`config.mk`:
```
export PLATFORM = sky130hd
export DESIGN_NAME = sii_counter_unit
export DESIGN_NICKNAME = d
export VERILOG_FILES = /design/src/rtl/sii_pkg.sv /design/src/rtl/sii_seq.sv /design/src/rtl/sii_modify.sv /design/src/rtl/sii_addr_sel.sv /design/src/rtl/sii_counter_unit.sv
export SDC_FILE = /design/constraint.sdc
export NUM_CORES = 1
export LEC_CHECK = 0
export BUFFER_PORTS_ARGS = -buffer_cell sky130_fd_sc_hd__buf_2
export CAP_MARGIN = 5
export CORE_MARGIN = 2
export CORE_UTILIZATION = 56
export CTS_CLUSTER_SIZE = 25
export DETAILED_ROUTE_END_ITERATION = 8
export GPL_TIMING_DRIVEN = 0
export PLACE_DENSITY = 0.84
export SLEW_MARGIN = 20
export SYNTH_ARGS = -nofsm -noshare
export SYNTH_HDL_FRONTEND = slang
export SYNTH_HIERARCHICAL = 1
export SYNTH_SLANG_ARGS = --single-unit
```
`constraint.sdc`:
```
create_clock -name clk -period 11.3 [get_ports clk]
set_input_delay 1.695 -clock clk [delete_from_list [all_inputs] [get_ports clk]]
set_output_delay 1.695 -clock clk [all_outputs]
set_load 0.02 [all_outputs]
```
`src/rtl/sii_pkg.sv`:
```
package sii_pkg;
  localparam int DW = 32;

  typedef enum logic [2:0] {
    S_IDLE   = 3'd0,
    S_READ   = 3'd1,
    S_MODIFY = 3'd2,
    S_WRITE  = 3'd3,
    S_CLRARM = 3'd4
  } sii_state_e;

  localparam logic [1:0] SZ_BYTE = 2'b00;
  localparam logic [1:0] SZ_HALF = 2'b01;
  localparam logic [1:0] SZ_WORD = 2'b10;
  localparam logic [1:0] SZ_BAD  = 2'b11;

  // Lane mask for a right-justified operand of the given size
  function automatic logic [DW-1:0] size_mask(input logic [1:0] sz);
    case (sz)
      SZ_BYTE: size_mask = {{(DW-8){1'b0}}, 8'hFF};
      SZ_HALF: size_mask = {{(DW/2){1'b0}}, {(DW/2){1'b1}}};
      default: size_mask = {DW{1'b1}};
    endcase
  endfunction

  // Two's complement add that wraps at the operand width
  function automatic logic [DW-1:0] wrap_add(input logic [DW-1:0] old_v,
                                             input logic [DW-1:0] inc_v,
                                             input logic [1:0]    sz);
    wrap_add = (old_v + inc_v) & size_mask(sz);
  endfunction

  function automatic logic is_zero(input logic [DW-1:0] v, input logic [1:0] sz);
    is_zero = ((v & size_mask(sz)) == '0);
  endfunction
endpackage

```
`src/rtl/sii_seq.sv`:
```
module sii_seq
  import sii_pkg::*;
(
  input  logic       clk,
  input  logic       rst_n,
  input  logic       start,
  output sii_state_e state
);
  sii_state_e nxt;

  always_comb begin
    nxt = state;
    case (state)
      S_IDLE:   if (start) nxt = S_READ;
      S_READ:   nxt = S_MODIFY;
      S_MODIFY: nxt = S_WRITE;
      S_WRITE:  nxt = S_CLRARM;
      S_CLRARM: nxt = S_IDLE;
      default:  nxt = S_IDLE;
    endcase
  end

  always_ff @(posedge clk or negedge rst_n) begin
    if (!rst_n) state <= S_IDLE;
    else        state <= nxt;
  end
endmodule

```
`src/rtl/sii_modify.sv`:
```
module sii_modify
  import sii_pkg::*;
(
  input  logic          clk,
  input  logic          rst_n,
  input  logic          load,
  input  logic [DW-1:0] rdata,
  input  logic [DW-1:0] inc_ext,
  input  logic [1:0]    size,
  output logic [DW-1:0] result,
  output logic          result_zero
);
  logic [DW-1:0] sum;
  assign sum = wrap_add(rdata & size_mask(size), inc_ext, size);

  always_ff @(posedge clk or negedge rst_n) begin
    if (!rst_n) begin
      result      <= '0;
      result_zero <= 1'b0;
    end else if (load) begin
      result      <= sum;
      result_zero <= is_zero(sum, size);
    end
  end
endmodule

```
`src/rtl/sii_addr_sel.sv`:
```
module sii_addr_sel #(
  parameter int AW = 16
) (
  input  logic          use_map,
  input  logic [AW-1:0] eff_addr,
  input  logic [AW-1:0] xlat_paddr,
  output logic [AW-1:0] xlat_vaddr,
  output logic [AW-1:0] phys_addr
);
  assign xlat_vaddr = eff_addr;
  assign phys_addr  = use_map ? xlat_paddr : eff_addr;
endmodule

```
`src/rtl/sii_counter_unit.sv`:
```
module sii_counter_unit
  import sii_pkg::*;
#(
  parameter int          AW         = 16,
  parameter int          LVL_W      = 4,
  parameter int          INC_W      = 8,
  parameter int          MAPPED_LVL = 4,
  parameter logic [7:0]  MT_OP      = 8'h33
) (
  input  logic             clk,
  input  logic             rst_n,
  input  logic             lvl_act,
  input  logic [LVL_W-1:0] lvl_id,
  input  logic             cnt_pulse,
  input  logic             map_en,
  input  logic [7:0]       vec_op,
  input  logic [1:0]       vec_size,
  input  logic [INC_W-1:0] vec_inc,
  input  logic [AW-1:0]    vec_addr,
  output logic             busy,
  output logic             not_single,
  output logic [AW-1:0]    xlat_vaddr,
  input  logic [AW-1:0]    xlat_paddr,
  output logic             mem_rd,
  output logic             mem_wr,
  output logic [AW-1:0]    mem_addr,
  output logic [1:0]       mem_size,
  output logic [31:0]      mem_wdata,
  input  logic [31:0]      mem_rdata,
  output logic             lvl_clear,
  output logic             lvl_arm,
  output logic             done,
  output logic             zero_req
);
  localparam int EXT_W = DW - INC_W;
  localparam logic [LVL_W-1:0] MAP_ID = LVL_W'(MAPPED_LVL);

  sii_state_e state;
  logic       idle, is_mt, start;
  logic [AW-1:0]    addr_q;
  logic [1:0]       size_q;
  logic [DW-1:0]    inc_q;
  logic [LVL_W-1:0] lvl_q;
  logic             map_q, cp_q;
  logic [DW-1:0]    result;
  logic             result_zero;
  logic             use_map;

  // Named events for the checker
  logic ev_accept, ev_reject;

  assign idle       = (state == S_IDLE);
  assign is_mt      = (vec_op == MT_OP) && (vec_size != SZ_BAD);
  assign start      = idle && lvl_act && is_mt;
  assign ev_accept  = start;
  assign ev_reject  = idle && lvl_act && !is_mt;
  assign not_single = ev_reject;

  always_ff @(posedge clk or negedge rst_n) begin
    if (!rst_n) begin
      addr_q <= '0;
      size_q <= SZ_BYTE;
      inc_q  <= '0;
      lvl_q  <= '0;
      map_q  <= 1'b0;
      cp_q   <= 1'b0;
    end else if (start) begin
      addr_q <= vec_addr;
      size_q <= vec_size;
      inc_q  <= {{EXT_W{vec_inc[INC_W-1]}}, vec_inc};
      lvl_q  <= lvl_id;
      map_q  <= map_en;
      cp_q   <= cnt_pulse;
    end
  end

  sii_seq u_seq (
    .clk   (clk),
    .rst_n (rst_n),
    .start (start),
    .state (state)
  );

  sii_modify u_mod (
    .clk         (clk),
    .rst_n       (rst_n),
    .load        (state == S_MODIFY),
    .rdata       (mem_rdata),
    .inc_ext     (inc_q),
    .size        (size_q),
    .result      (result),
    .result_zero (result_zero)
  );

  assign use_map = map_q && (lvl_q == MAP_ID);

  sii_addr_sel #(.AW(AW)) u_addr (
    .use_map    (use_map),
    .eff_addr   (addr_q),
    .xlat_paddr (xlat_paddr),
    .xlat_vaddr (xlat_vaddr),
    .phys_addr  (mem_addr)
  );

  assign busy      = !idle;
  assign mem_rd    = (state == S_READ);
  assign mem_wr    = (state == S_WRITE);
  assign mem_size  = size_q;
  assign mem_wdata = result;
  assign done      = (state == S_CLRARM);
  assign lvl_clear = done;
  assign lvl_arm   = done;
  assign zero_req  = done && cp_q && result_zero;
endmodule

```
### Yosys cells after proc, flatten, opt, wreduce, memory -nomap -nowiden

Cells that the tools add are included.

* equal/unequal tests: 9
* bitwise gates (word level): 3
* muxes and demuxes: 5
* reductions and logical operators: 12
* add/sub/neg operators: 1

Operators by type and width (count)
* 32-bit AND: 3
* 32-bit case mux with 2 select lines: 1
* 32-bit adder: 1
* 32-bit logical NOT: 1
* 32-bit 2-to-1 mux: 1
* 16-bit 2-to-1 mux: 1
* 3-bit case mux with 4 select lines: 1
* 8-bit by 6-bit equality test with 1-bit output (second input constant): 1
* 1-bit logical AND: 7
* 3-bit by 2-bit equality test with 1-bit output (second input constant): 2
* 4-bit by 3-bit equality test with 1-bit output (second input constant): 1
* 3-bit by 1-bit equality test with 1-bit output (second input constant): 1
* 3-bit equality test (second input constant): 1
* 3-bit logical NOT: 1
* 3-bit 2-to-1 mux: 1
* 2-bit by 1-bit equality test with 1-bit output (second input constant): 1
* 1-bit logical NOT: 2
* 2-bit logical NOT: 1
* 2-bit by 1-bit != test with 1-bit output (second input constant): 1
* 2-bit != test (second input constant): 1

* word-level logic and storage cells: 39
* output and inout bits: 74
* register bits after elaboration: 68
* input bits: 91

### Logic depth before layout (Yosys ltp)

Gate-level depths: netlist of run 1.

* depth after elaboration: 7
* gate-level depth with buffers: 15

### By module

The synthesis of run 1 kept the hierarchy.

Modules (own cells, without submodules)
* sii_modify: area each 3304.4 µm², instances 1, sequential area each 825.8 µm², cells each 387
* sii_counter_unit: area each 1470.2 µm², instances 1, sequential area each 800.8 µm², cells each 85
* sii_addr_sel: area each 369.1 µm², instances 1, sequential area each 0.0 µm², cells each 34
* sii_seq: area each 103.8 µm², instances 1, sequential area each 75.1 µm², cells each 9

### Worst setup path before layout of run 1

No wires, ideal clock.

* path type: input port to flip-flop
* start: input mem_rdata[0]
* end: register u_mod.result_zero
* slack: 6.809 ns
* library setup time: 0.092 ns
* cell stages on the path: 11
* buffers on the path: 0
* arrival: 4.399 ns
* cells stage by stage: ha_1 fa_1 a21oi_1 o21bai_1 xor2_1 or4_1 a2111oi_4 o221ai_2 a2111oi_2 nand4bb_1 o31ai_2

* cells in the longest elaborated chain, start to end: 5

Ends and longest elaborated chain
* from (decl): line sii_counter_unit.sv:29 `input logic [31:0] mem_rdata,`
* 32-bit AND: line sii_modify.sv:14 `assign sum = wrap_add(rdata & size_mask(size), inc_ext, size);`
* 32-bit adder: line sii_pkg.sv:30 `wrap_add = (old_v + inc_v) & size_mask(sz);`
* 32-bit AND: line sii_pkg.sv:30
* 32-bit AND: line sii_pkg.sv:34 `is_zero = ((v & size_mask(sz)) == '0);`
* 32-bit logical NOT: line sii_pkg.sv:34
* to (signal assigned): line sii_modify.sv:22 `result_zero <= is_zero(sum, size);`
* to (decl): line sii_modify.sv:11 `output logic result_zero`

No other way between the ends.
A chain may end at the register's enable or synchronous reset.

### Worst setup path after layout of run 1

Ends and elaborated chain as after synthesis.

==> metrics.md, run 1 <==
| Metric | Value |
|---|---|
| Outcome | `completed` |
| CTS Sinks | `68` |
| Max_cap viols | `0` |
| CTS tree | `yes` |
| Syn-to-layout area delta | `22.4%` |
| WP data required | `11.57 ns` |
| Per-cell routed wire length | `18.1 um` |
| Clk buf depth | `2` |
| Clock transition at path regs | `0.09 ns` |
| Die Height | `101 um` |
| Kind of critical path | `in2reg` |
| Worst Path Arrival | `4.94 ns` |
| Mapped Area | `5250 um^2` |
| Mapped Cells | `515` |
| CTS resizes | `0` |
| Vias post-DR | `4719` |
| GR Util met3 | `0.0492` |
| Sequential element share of the synthesized area | `0.324` |
| Ys flop type | `dfrtp_1` |
| Slew HR | `0.511` |
| Global placement routability congestion | `0.917` |
| ANT cells | `0` |
| Largest net degree at the start of global routing | `36` |
| Top Usage Layer GRT | `met2` |
| Antenna viol nets, final | `0` |
| Most common cell after layout, fill and taps aside | `buf_2` |
| Setup WS pre-CTS | `6.33 ns` |
| Fmax | `214 MHz` |
| Die X | `101 um` |
| Critical Path Start | `mem_rdata[0]` |
| Met1 global-route usage | `0.379` |
| Synth Register Bits | `68` |
| Number of DRC markers in iteration 0 | `276` |
| GRT Util Overall | `0.286` |
| Avg Synthesized Cell Area | `10.2 um^2` |
| H-tree depth | `3` |
| Worst vdd ir | `0.140 mV` |
| GR Overflow Total | `0` |
| Initial antenna violation count | `0` |
| # hold bufs at CTS | `0` |
| Most frequent cells in the layout | `buf_2 (164), dfrtp_1 (67), mux2_4 (40)` |
| Fin. max-slew vios | `0` |
| Design area | `6420 um^2` |
| TritonCTS buffer count | `9` |
| Worst Max-Slew Pin Slew | `0.732 ns` |
| Cell variety after synth | `72` |
| CP startpoint kind | `input port` |
| Initial core utilization | `0.573` |
| Avg Vias per Cell | `5.85` |
| EDFF count, synth | `0` |
| Final Core Density | `0.702` |
| DRT Pass-1 Iters | `5` |
| Pwr/cell area | `115 nW/um^2` |
| Hold WC Path Type | `reg2reg` |
| Unrepaired setup endpoints after global routing | `no` |
| Filler Cells Inserted | `714` |
| # rows | `35` |
| Io pins | `165` |
| Async set-reset flop share out of synthesis | `1.00` |
| Port buffer count | `164` |
| RR Startpoint | `mem_size[1]$_DFFE_PN0P_` |
| Yosys Warn Count | `6` |
| Final Hold Vio Count | `0` |
| DIE AREA | `10200 um^2` |
| Setup violators final | `0` |
| Hpwl dp | `11.5 mm` |
| Clk root buf | `clkbuf_8` |
| Final Worst Setup Slack | `6.63 ns` |
| CP Capture Type | `flip-flop` |
| Number of global-route vias before repair | `4600` |
| Met2 usage | `0.477` |
| Setup TNS | `0 ns` |
| Worst Skew | `0.0183 ns` |
| Syn nets | `638` |
| Critical Path Fanout Max | `3` |
| Leak | `0.00339 uW` |
| Final #Nets | `814` |
| Cell Area, Placed | `6230 um^2` |
| Final period util | `0.414` |
| Hold Startpoint | `u_mod/result[15]$_DFFE_PN0P_` |
| Worst-skew pair later-pin latency | `0.35 ns` |
| DRC violations left | `0` |
| Minimum clock period | `4.67 ns` |
| Global-route wire length before repair | `22.8 mm` |
| Setup Buffers After CTS | `0` |
| Layout cells sized above 1 | `0.407` |
| WL final | `14.6 mm` |
| Core area | `9150 um^2` |
[flip-flops by register name (all words and copies together) (netlist names)]
register / count
addr_q: 16
cp_q: 1
inc_q: 8
lvl_q: 4
map_q: 1
mem_size: 2
u_mod/result: 32
u_mod/result_zero: 1
u_seq/state: 3
[cell families after synthesis]
family,Yosys count,synth area share
flip-flops,68,0.324
AO/OA/AOI/OAI,128,0.175
adder cells (fa/ha/maj),32,0.0777
XOR/XNOR,26,0.0434
multiplexers,61,0.159
AND/OR/NAND/NOR,149,0.163
buffers and inverters,51,0.0584
[cells in the mapped netlist, types with 3 or more instances]
cell type / number / area [um^2]
buf_6: 4 / 45.0
nand4_1: 9 / 56.3
nand2b_1: 3 / 18.8
dfrtp_1: 68 / 1700
o21bai_1: 6 / 45.0
nand2_1: 23 / 86.3
buf_4: 18 / 135
nor2_1: 24 / 90.1
a21oi_1: 28 / 140
ha_1: 31 / 388
a31oi_1: 7 / 43.8
nand3_1: 16 / 80.1
and3_1: 6 / 37.5
a21o_1: 10 / 75.1
nor3b_1: 4 / 30.0
xnor2_1: 12 / 105
o211ai_1: 4 / 30.0
or3_1: 4 / 25.0
nor2b_1: 12 / 75.1
o31ai_1: 4 / 30.0
and2_1: 18 / 113
mux2_4: 40 / 601
mux2_2: 19 / 214
o2bb2ai_1: 9 / 78.8
xor2_1: 14 / 123
or2_2: 3 / 18.8
o21ai_0: 24 / 120
a211oi_1: 5 / 37.5
inv_1: 13 / 48.8
nor3_1: 12 / 60.1
o21a_1: 4 / 30.0
clkbuf_1: 11 / 41.3
[through the flow]
| stage | instances | hold slack (ns) | total power (uW) |
|---|---|---|---|
| 6_report | 807 | 0.485 | 736 |
| 5_1_grt | 807 | 0.506 | 769 |
| 4_1_cts | 807 | 0.488 | 736 |
| 3_5_place_dp | 791 | 0.471 | 537 |
| 2_1_floorplan | 515 | 0.453 | 446 |
| 3_3_place_gp | 790 | 0.466 | 529 |
[worst paths after layout]
path / slack, ns / depth (start not counted) / endpoint
worst max-delay path: 6.63 / 12 / u_mod/result_zero$_DFFE_PN0P_
worst min-delay path: 0.49 / 2 / u_mod/result[15]$_DFFE_PN0P_
worst max register to register: 6.97 / 14 / u_mod/result_zero$_DFFE_PN0P_
worst min register to register: 0.49 / 2 / u_mod/result[15]$_DFFE_PN0P_
max in group asynchronous: 9.43 / 2 / inc_q[7]$_DFFE_PN0P_
min in group asynchronous: 1.29 / 1 / addr_q[9]$_DFFE_PN0P_
[routing by layer]
layer	wire, um	up-vias
met5	0	-
met4	239	0
met3	836	18
met2	7270	160
met1	6230	2287
li1	-	2254
[critical path: stages]
cell and delay [ns]:
buf_2 0.10, ha_1 0.24, fa_1 0.44, a21oi_1 0.24, o21bai_1 0.10, xor2_1 0.17
or4_1 0.59, a2111oi_4 0.36, o221ai_2 0.16, a2111oi_2 0.38, nand4bb_1 0.22, o31ai_2 0.24
[cell type report]
class / instances / area (um^2) / share of cell area
Clock inverter: 6 / 65.1 / 0.0101
Timing Repair Buffer: 165 / 843 / 0.131
Buffer: 37 / 254 / 0.0395
Sequential cell: 68 / 1700 / 0.265
Multi-Input combinational cell: 396 / 3240 / 0.504
Inverter: 14 / 52.6 / 0.00818
Tap cell: 111 / 139 / 0.0216
Clock buffer: 10 / 128 / 0.0199
[power breakdown]
group | switching [uW] | total, uW | internal, uW
Clock | 99.0 | 201 | 102
Combinational | 146 | 240 | 94.1
Sequential | 26.9 | 295 | 268
Total | 272 | 736 | 464
Power figures use the tool's default switching activity.
==> run 2: changes to the inputs <==
--- a/config.mk
+++ b/config.mk
@@ -5,14 +5,15 @@
 export SDC_FILE = /design/constraint.sdc
 export NUM_CORES = 1
 export LEC_CHECK = 0
+export ABC_AREA = 1
 export BUFFER_PORTS_ARGS = -buffer_cell sky130_fd_sc_hd__buf_2
 export CAP_MARGIN = 5
 export CORE_MARGIN = 2
-export CORE_UTILIZATION = 56
+export CORE_UTILIZATION = 54
 export CTS_CLUSTER_SIZE = 25
 export DETAILED_ROUTE_END_ITERATION = 8
 export GPL_TIMING_DRIVEN = 0
-export PLACE_DENSITY = 0.84
+export PLACE_DENSITY = 0.8
 export SLEW_MARGIN = 20
 export SYNTH_ARGS = -nofsm -noshare
 export SYNTH_HDL_FRONTEND = slang
==> constraint.sdc (replaced) <==
create_clock -name clk -period 4.35 [get_ports clk]
set_input_delay 0.6525 -clock clk [delete_from_list [all_inputs] [get_ports clk]]
set_output_delay 0.6525 -clock clk [all_outputs]
set_load 0.02 [all_outputs]
==> metrics.md, run 2 <==
| Metric | Value |
|---|---|
| Vias post-DR | `6542` |
| Io pins | `165` |
| CTS Sinks | `68` |
| Initial core utilization | `0.555` |
| Top post-synthesis cells by area | `dfrtp_1 (28%), nand2_1 (26%), inv_1 (9.7%)` |
| Cell taking the most area after synthesis | `dfrtp_1` |
| Met2 usage | `0.458` |
| Synth Register Bits | `68` |
| Reg2reg setup slack | `0.99 ns` |
| Post-synth top area share | `0.283` |
| Fin. max-slew vios | `0` |
| Critical Path Fanout Max | `10` |
| Layout cells sized above 1 | `0.214` |
| Kind of critical path | `reg2reg` |
| Setup violators final | `0` |
| CP startpoint kind | `flip-flop` |
| Clk buf depth | `2` |
| Worst path top cell family by delay | `simple AND/OR/NAND/NOR gates` |
| TritonCTS buffer count | `9` |
| Met1 global-route usage | `0.415` |
| # hold bufs at CTS | `0` |
| Async set-reset flop share out of synthesis | `1.00` |
| Global-route wire length before repair | `27.2 mm` |
| Syn nets | `1114` |
| Pwr/cell area | `257 nW/um^2` |
| Number of DRC markers in iteration 0 | `495` |
| Worst-skew pair later-pin latency | `0.34 ns` |
| Placed Cells incl. Taps | `1296` |
| CP bufs+invs | `3` |
| Hpwl dp | `14.0 mm` |
| Worst Max-Slew Pin Slew | `0.949 ns` |
| Sequential element share of the synthesized area | `0.283` |
| Max_cap viols | `0` |
| DRT Pass-1 Iters | `5` |
| Mapped Cells | `991` |
| Global placement routability congestion | `0.956` |
| Avg Synthesized Cell Area | `6.07 um^2` |
| Cell variety after synth | `33` |
| Top Registers | `u_mod/result (32), addr_q (16), inc_q (8)` |
| Setup TNS | `0 ns` |
| Clk root buf | `clkbuf_8` |
| Outcome | `completed` |
| EDFF count, synth | `0` |
| Final Hold Vio Count | `0` |
| Post-synth top cells | `nand2_1 (414), inv_1 (156), nand3_1 (94)` |
| CTS tree | `yes` |
| Number of global-route vias before repair | `5682` |
| Die Height | `110 um` |
| Largest net degree at the start of global routing | `55` |
| Yosys Warn Count | `6` |
| Port buffer count | `164` |
| Final period util | `0.773` |
| Cell Count, Final, Fillers Out | `1311` |
| Pwr Total | `1850 uW` |
| CP Capture Type | `flip-flop` |
| GR Util met3 | `0.0510` |
| Worst Path Arrival | `3.59 ns` |
| GR Overflow Total | `0` |
| Fmax | `297 MHz` |
| Hold WC Path Type | `in2async` |
| Setup Buffers After CTS | `0` |
| Worst vdd ir | `0.450 mV` |
| Mapped Area | `6020 um^2` |
| Per-cell routed wire length | `13.1 um` |
| Ys flop type | `dfrtp_1` |
| Worst Skew | `0.00582 ns` |
| Initial antenna violation count | `0` |
| Most frequent cells in the layout | `nand2_1 (414), buf_2 (164), inv_1 (156)` |
| Slew HR | `0.367` |
| Worst path slowest cell | `dfrtp_1` |
| ANT cells | `0` |
| CP max stage delay | `0.49 ns` |
| Minimum clock period | `3.36 ns` |
| Core area | `10800 um^2` |
| Clock transition at path regs | `0.07 ns` |
| Final #Nets | `1290` |
| WP data required | `4.58 ns` |
| Top Usage Layer GRT | `met2` |
| CTS resizes | `0` |
| Unrepaired setup endpoints after global routing | `no` |
| Count leader, synth | `nand2_1` |
| Avg Vias per Cell | `4.99` |
| DIE AREA | `12000 um^2` |
| Biggest register | `u_mod/result` |
| Syn-to-layout area delta | `19.9%` |
| GRT Util Overall | `0.290` |
| WL final | `17.2 mm` |
| Critical-path cell list | `clkbuf_1 -> buf_1 -> nand2_1 -> inv_1 -> ha_1 -> nand2_1 -> nor2_1 -> nand2_1 -> nor2_1 -> nand2_1 -> nand3_1 -> nand2_1 -> nand2_1 -> nor2_1 -> nor2_1 -> nor2_1 -> nand3_1 -> nand2_1` |
| DRC violations left | `0` |
| Final Core Density | `0.665` |
| Max reg flops | `32` |
| Leak | `0.00468 uW` |
| Die X | `110 um` |
| Most Frequent Cell on Critical Path | `nand2_1` |
| # rows | `38` |
| Antenna viol nets, final | `0` |
| H-tree depth | `3` |
| Most common cell after layout, fill and taps aside | `nand2_1` |
-- run 2: final cells by class --
| class | count | area (um^2) |
|---|---|---|
| multi-input combinational | 721 | 3410 |
| fill | 1111 | 3630 |
| clock buffer | 13 | 159 |
| tap | 140 | 175 |
| inverter | 162 | 613 |
| buffer | 40 | 295 |
| clock inverter | 2 | 10.0 |
| timing repair buffer | 165 | 851 |
| sequential | 68 | 1700 |
-- run 2: path summary, 6_finish.rpt --
kind / to / cells past startpoint / start
min in group clk: lvl_q[1]$_DFFE_PN0P_ / 2 / lvl_q[1]$_DFFE_PN0P_
min: addr_q[0]$_DFFE_PN0P_ / 1 / rst_n
max reg2reg: u_mod/result_zero$_DFFE_PN0P_ / 18 / mem_size[1]$_DFFE_PN0P_
max in group asynchronous: lvl_q[1]$_DFFE_PN0P_ / 2 / rst_n
max: u_mod/result_zero$_DFFE_PN0P_ / 18 / mem_size[1]$_DFFE_PN0P_
min reg2reg: lvl_q[1]$_DFFE_PN0P_ / 2 / lvl_q[1]$_DFFE_PN0P_
-- run 2: stage by stage --
| stage | cell area [um^2] | worst slack (ns) | hold slack [ns] |
|---|---|---|---|
| after floorplan | 6020 | 1.78 | 0.357 |
| after global placement | 7010 | 1.04 | 0.454 |
| after detailed placement | 7040 | 1.02 | 0.459 |
| after CTS | 7210 | 0.992 | 0.158 |
| after global routing | 7210 | 0.675 | 0.158 |
| final | 7210 | 0.988 | 0.162 |
-- run 2: cells by family (layout without fill, tap and decap cells) --
logic type               after synthesis  after routing  share of synthesized area
AO/OA/AOI/OAI                         49             49                     0.0428
XOR/XNOR                               3              3                    0.00437
adder cells (fa/ha/maj)               32             32                     0.0678
buffers and inverters                202            382                      0.151
flip-flops                            68             68                      0.283
AND/OR/NAND/NOR                      637            637                      0.451
-- run 2: routing by layer --
layer	part of all wire	wire length [um]
met1	0.44	7630
met2	0.46	7910
met3	0.078	1340
met4	0.017	292
met5	0	0
-- run 2: where the power goes --
part | switching (uW) | internal (uW) | leakage, uW | total [uW]
registers | 56.5 | 695 | 0.000927 | 751
logic | 438 | 208 | 0.00366 | 646
clock network | 224 | 234 | 0.0000893 | 457
total | 719 | 1140 | 0.00468 | 1850
==> run 3: changes to the inputs <==
--- a/config.mk
+++ b/config.mk
@@ -5,15 +5,15 @@
 export SDC_FILE = /design/constraint.sdc
 export NUM_CORES = 1
 export LEC_CHECK = 0
-export ABC_AREA = 1
+export ABC_AREA = 0
 export BUFFER_PORTS_ARGS = -buffer_cell sky130_fd_sc_hd__buf_2
 export CAP_MARGIN = 5
 export CORE_MARGIN = 2
-export CORE_UTILIZATION = 54
+export CORE_UTILIZATION = 52
 export CTS_CLUSTER_SIZE = 25
 export DETAILED_ROUTE_END_ITERATION = 8
 export GPL_TIMING_DRIVEN = 0
-export PLACE_DENSITY = 0.8
+export PLACE_DENSITY = 0.79
 export SLEW_MARGIN = 20
 export SYNTH_ARGS = -nofsm -noshare
 export SYNTH_HDL_FRONTEND = slang
==> constraint.sdc (replaced) <==
create_clock -name clk -period 3.2 [get_ports clk]
set_input_delay 0.48 -clock clk [delete_from_list [all_inputs] [get_ports clk]]
set_output_delay 0.48 -clock clk [all_outputs]
set_load 0.02 [all_outputs]
==> metrics.md, run 3 (synthesis results as in run 1) <==
| Metric | Value |
|---|---|
| Leak | `0.00355 uW` |
| Worst Max-Slew Pin Slew | `0.700 ns` |
| Most Frequent Cell on Critical Path | `a21oi_2` |
| Critical-path cell list | `nor2_4 -> buf_8 -> buf_4 -> nor2b_4 -> ha_4 -> a21oi_2 -> o21ai_4 -> nor3_4 -> a21oi_2 -> a2111oi_4 -> o311ai_2 -> a2111oi_2 -> nand4bb_1 -> o31ai_2` |
| Critical Path Start | `mem_size[1]$_DFFE_PN0P_` |
| CP bufs+invs | `2` |
| Minimum clock period | `3.42 ns` |
| CP startpoint kind | `flip-flop` |
| Most common cell after layout, fill and taps aside | `buf_2` |
| Number of global-route vias before repair | `5110` |
| Die X | `104 um` |
| Global-route wire length before repair | `24.9 mm` |
| CP max stage delay | `0.49 ns` |
| Clk buf depth | `2` |
| Worst path slowest cell | `dfrtp_2` |
| CTS Sinks | `68` |
| Layout cells sized above 1 | `0.504` |
| Core area | `9770 um^2` |
| H-tree depth | `3` |
| Final Core Density | `0.720` |
| Per-cell routed wire length | `18.6 um` |
| Final period util | `1.07` |
| GRT Util Overall | `0.281` |
| Max reg flops | `32` |
| Critical Path Fanout Max | `7` |
| Kind of critical path | `reg2reg` |
| Vias post-DR | `5068` |
| Worst Skew | `0.0118 ns` |
| Cell Count, Final, Fillers Out | `849` |
| Number of DRC markers in iteration 0 | `339` |
| GR Util met3 | `0.0627` |
| Die Height | `104 um` |
| Initial antenna violation count | `0` |
| Avg Vias per Cell | `5.97` |
| CP Capture Type | `flip-flop` |
| Antenna viol nets, final | `0` |
| Filler Cells Inserted | `731` |
| Hold slack | `0.0222 ns` |
| Setup violators final | `1` |
| RR Startpoint | `mem_size[1]$_DFFE_PN0P_` |
| Most frequent cells in the layout | `buf_2 (164), dfrtp_1 (66), mux2_4 (40), buf_4 (40)` |
| ANT cells | `0` |
| Fmax | `292 MHz` |
| Clock transition at path regs | `0.08 ns` |
| Met1 global-route usage | `0.339` |
| WL final | `15.8 mm` |
| Largest net degree at the start of global routing | `48` |
| Pwr/cell area | `378 nW/um^2` |
| Design area | `7040 um^2` |
| WP data required | `3.46 ns` |
| TritonCTS buffer count | `9` |
| Fin. max-slew vios | `0` |
| Violated checks | `negative setup slack` |
| Worst path top cell family by delay | `compound AO/OA/AOI/OAI gates` |
| Placed Cells incl. Taps | `813` |
| # rows | `36` |
| Hpwl dp | `11.5 mm` |
| Slew HR | `0.532` |
| Worst-skew pair later-pin latency | `0.34 ns` |
| Biggest register | `u_mod/result` |
| Unrepaired setup endpoints after global routing | `yes` |
| Outcome | `finished with violations` |
| DIE AREA | `10900 um^2` |
| DRT Pass-1 Iters | `5` |
| Worst path depth | `14` |
| Io pins | `165` |
| Top Registers | `u_mod/result (32), addr_q (16), inc_q (8)` |
| Met2 usage | `0.488` |
| Worst Path Arrival | `3.68 ns` |
| Final Worst Setup Slack | `-0.225 ns` |
| Final Hold Vio Count | `0` |
| DRC violations left | `0` |
| Top Usage Layer GRT | `met2` |
| Pwr Total | `2660 uW` |
| Max_cap viols | `0` |
| Final #Nets | `834` |
| Clk root buf | `clkbuf_8` |
| Initial core utilization | `0.537` |
| Hold WC Path Type | `in2async` |
| R2R cell count | `14` |
| Global placement routability congestion | `0.952` |
| GR Overflow Total | `0` |
| Cell Area, Placed | `6310 um^2` |
| Syn-to-layout area delta | `34.1%` |
| Port buffer count | `164` |
| CTS tree | `yes` |
| Worst vdd ir | `0.401 mV` |
-- run 3: cell count changes in the layout (fill, tap and decap cells not counted), moves of 14 or more --
cell     delta
mux2_4     +40
nand2_2    -14
inv_1     -143
nand3_1    -80
nor2_1     -44
buf_4      +15
nand2_1   -393
and2_1     +18
mux2_2     +19
-- run 3: metrics by stage --
stage | worst slack [ns] | setup TNS, ns
after floorplan | -0.0820 | -0.0820
after global placement | -0.699 | -2.17
after detailed placement | -0.716 | -2.67
after CTS | -0.260 | -0.260
after global routing | -0.302 | -0.307
final | -0.225 | -0.225
-- run 3: cell type report --
class                           count  area [um^2]  area share
Buffer                             32          265      0.0377
Clock inverter                      6         63.8     0.00907
Timing Repair Buffer              190         1060       0.151
Inverter                           14         52.6     0.00747
Multi-Input combinational cell    396         3600       0.511
Clock buffer                       10          128      0.0181
Sequential cell                    68         1710       0.242
Tap cell                          133          166      0.0236
-- run 3: final timing paths --
check | endpoint | slack (ns)
setup / recovery | u_mod/result_zero$_DFFE_PN0P_ | -0.22
hold / removal | addr_q[12]$_DFFE_PN0P_ | 0.02
setup reg to reg | u_mod/result_zero$_DFFE_PN0P_ | -0.22
hold reg to reg | u_mod/result[13]$_DFFE_PN0P_ | 0.49
max in group asynchronous | inc_q[7]$_DFFE_PN0P_ | 2.62
min in group clk | addr_q[13]$_DFFE_PN0P_ | 0.36
-- run 3: power by group --
group | leakage (uW) | switching, uW | internal [uW]
combinational | 0.00254 | 544 | 368
sequential | 0.000921 | 97.6 | 946
clock | 0.0000927 | 347 | 360
-- run 3: worst reg2reg max path: stages (launching register included) --
cell and delay [ns]:
dfrtp_2 0.49, nor2_4 0.15, buf_8 0.14, buf_4 0.15, nor2b_4 0.05, ha_4 0.26, a21oi_2 0.23, o21ai_4 0.13
nor3_4 0.30, a21oi_2 0.14, a2111oi_4 0.41, o311ai_2 0.15, a2111oi_2 0.38, nand4bb_1 0.18, o31ai_2 0.20
-- run 3: per-layer routing --
layer / up-vias / share of wire
met5: - / 0
met4: 0 / 0.035
met3: 53 / 0.083
met2: 273 / 0.50
met1: 2456 / 0.38
li1: 2286 / -
-- run 3: what timing repair did --
item,in CTS,in global routing
pin swaps,19,19
gates resized for setup,41,44
setup buffers,12,12
hold buffers,0,0
gates cloned,0,1
setup endpoints to repair,11,8
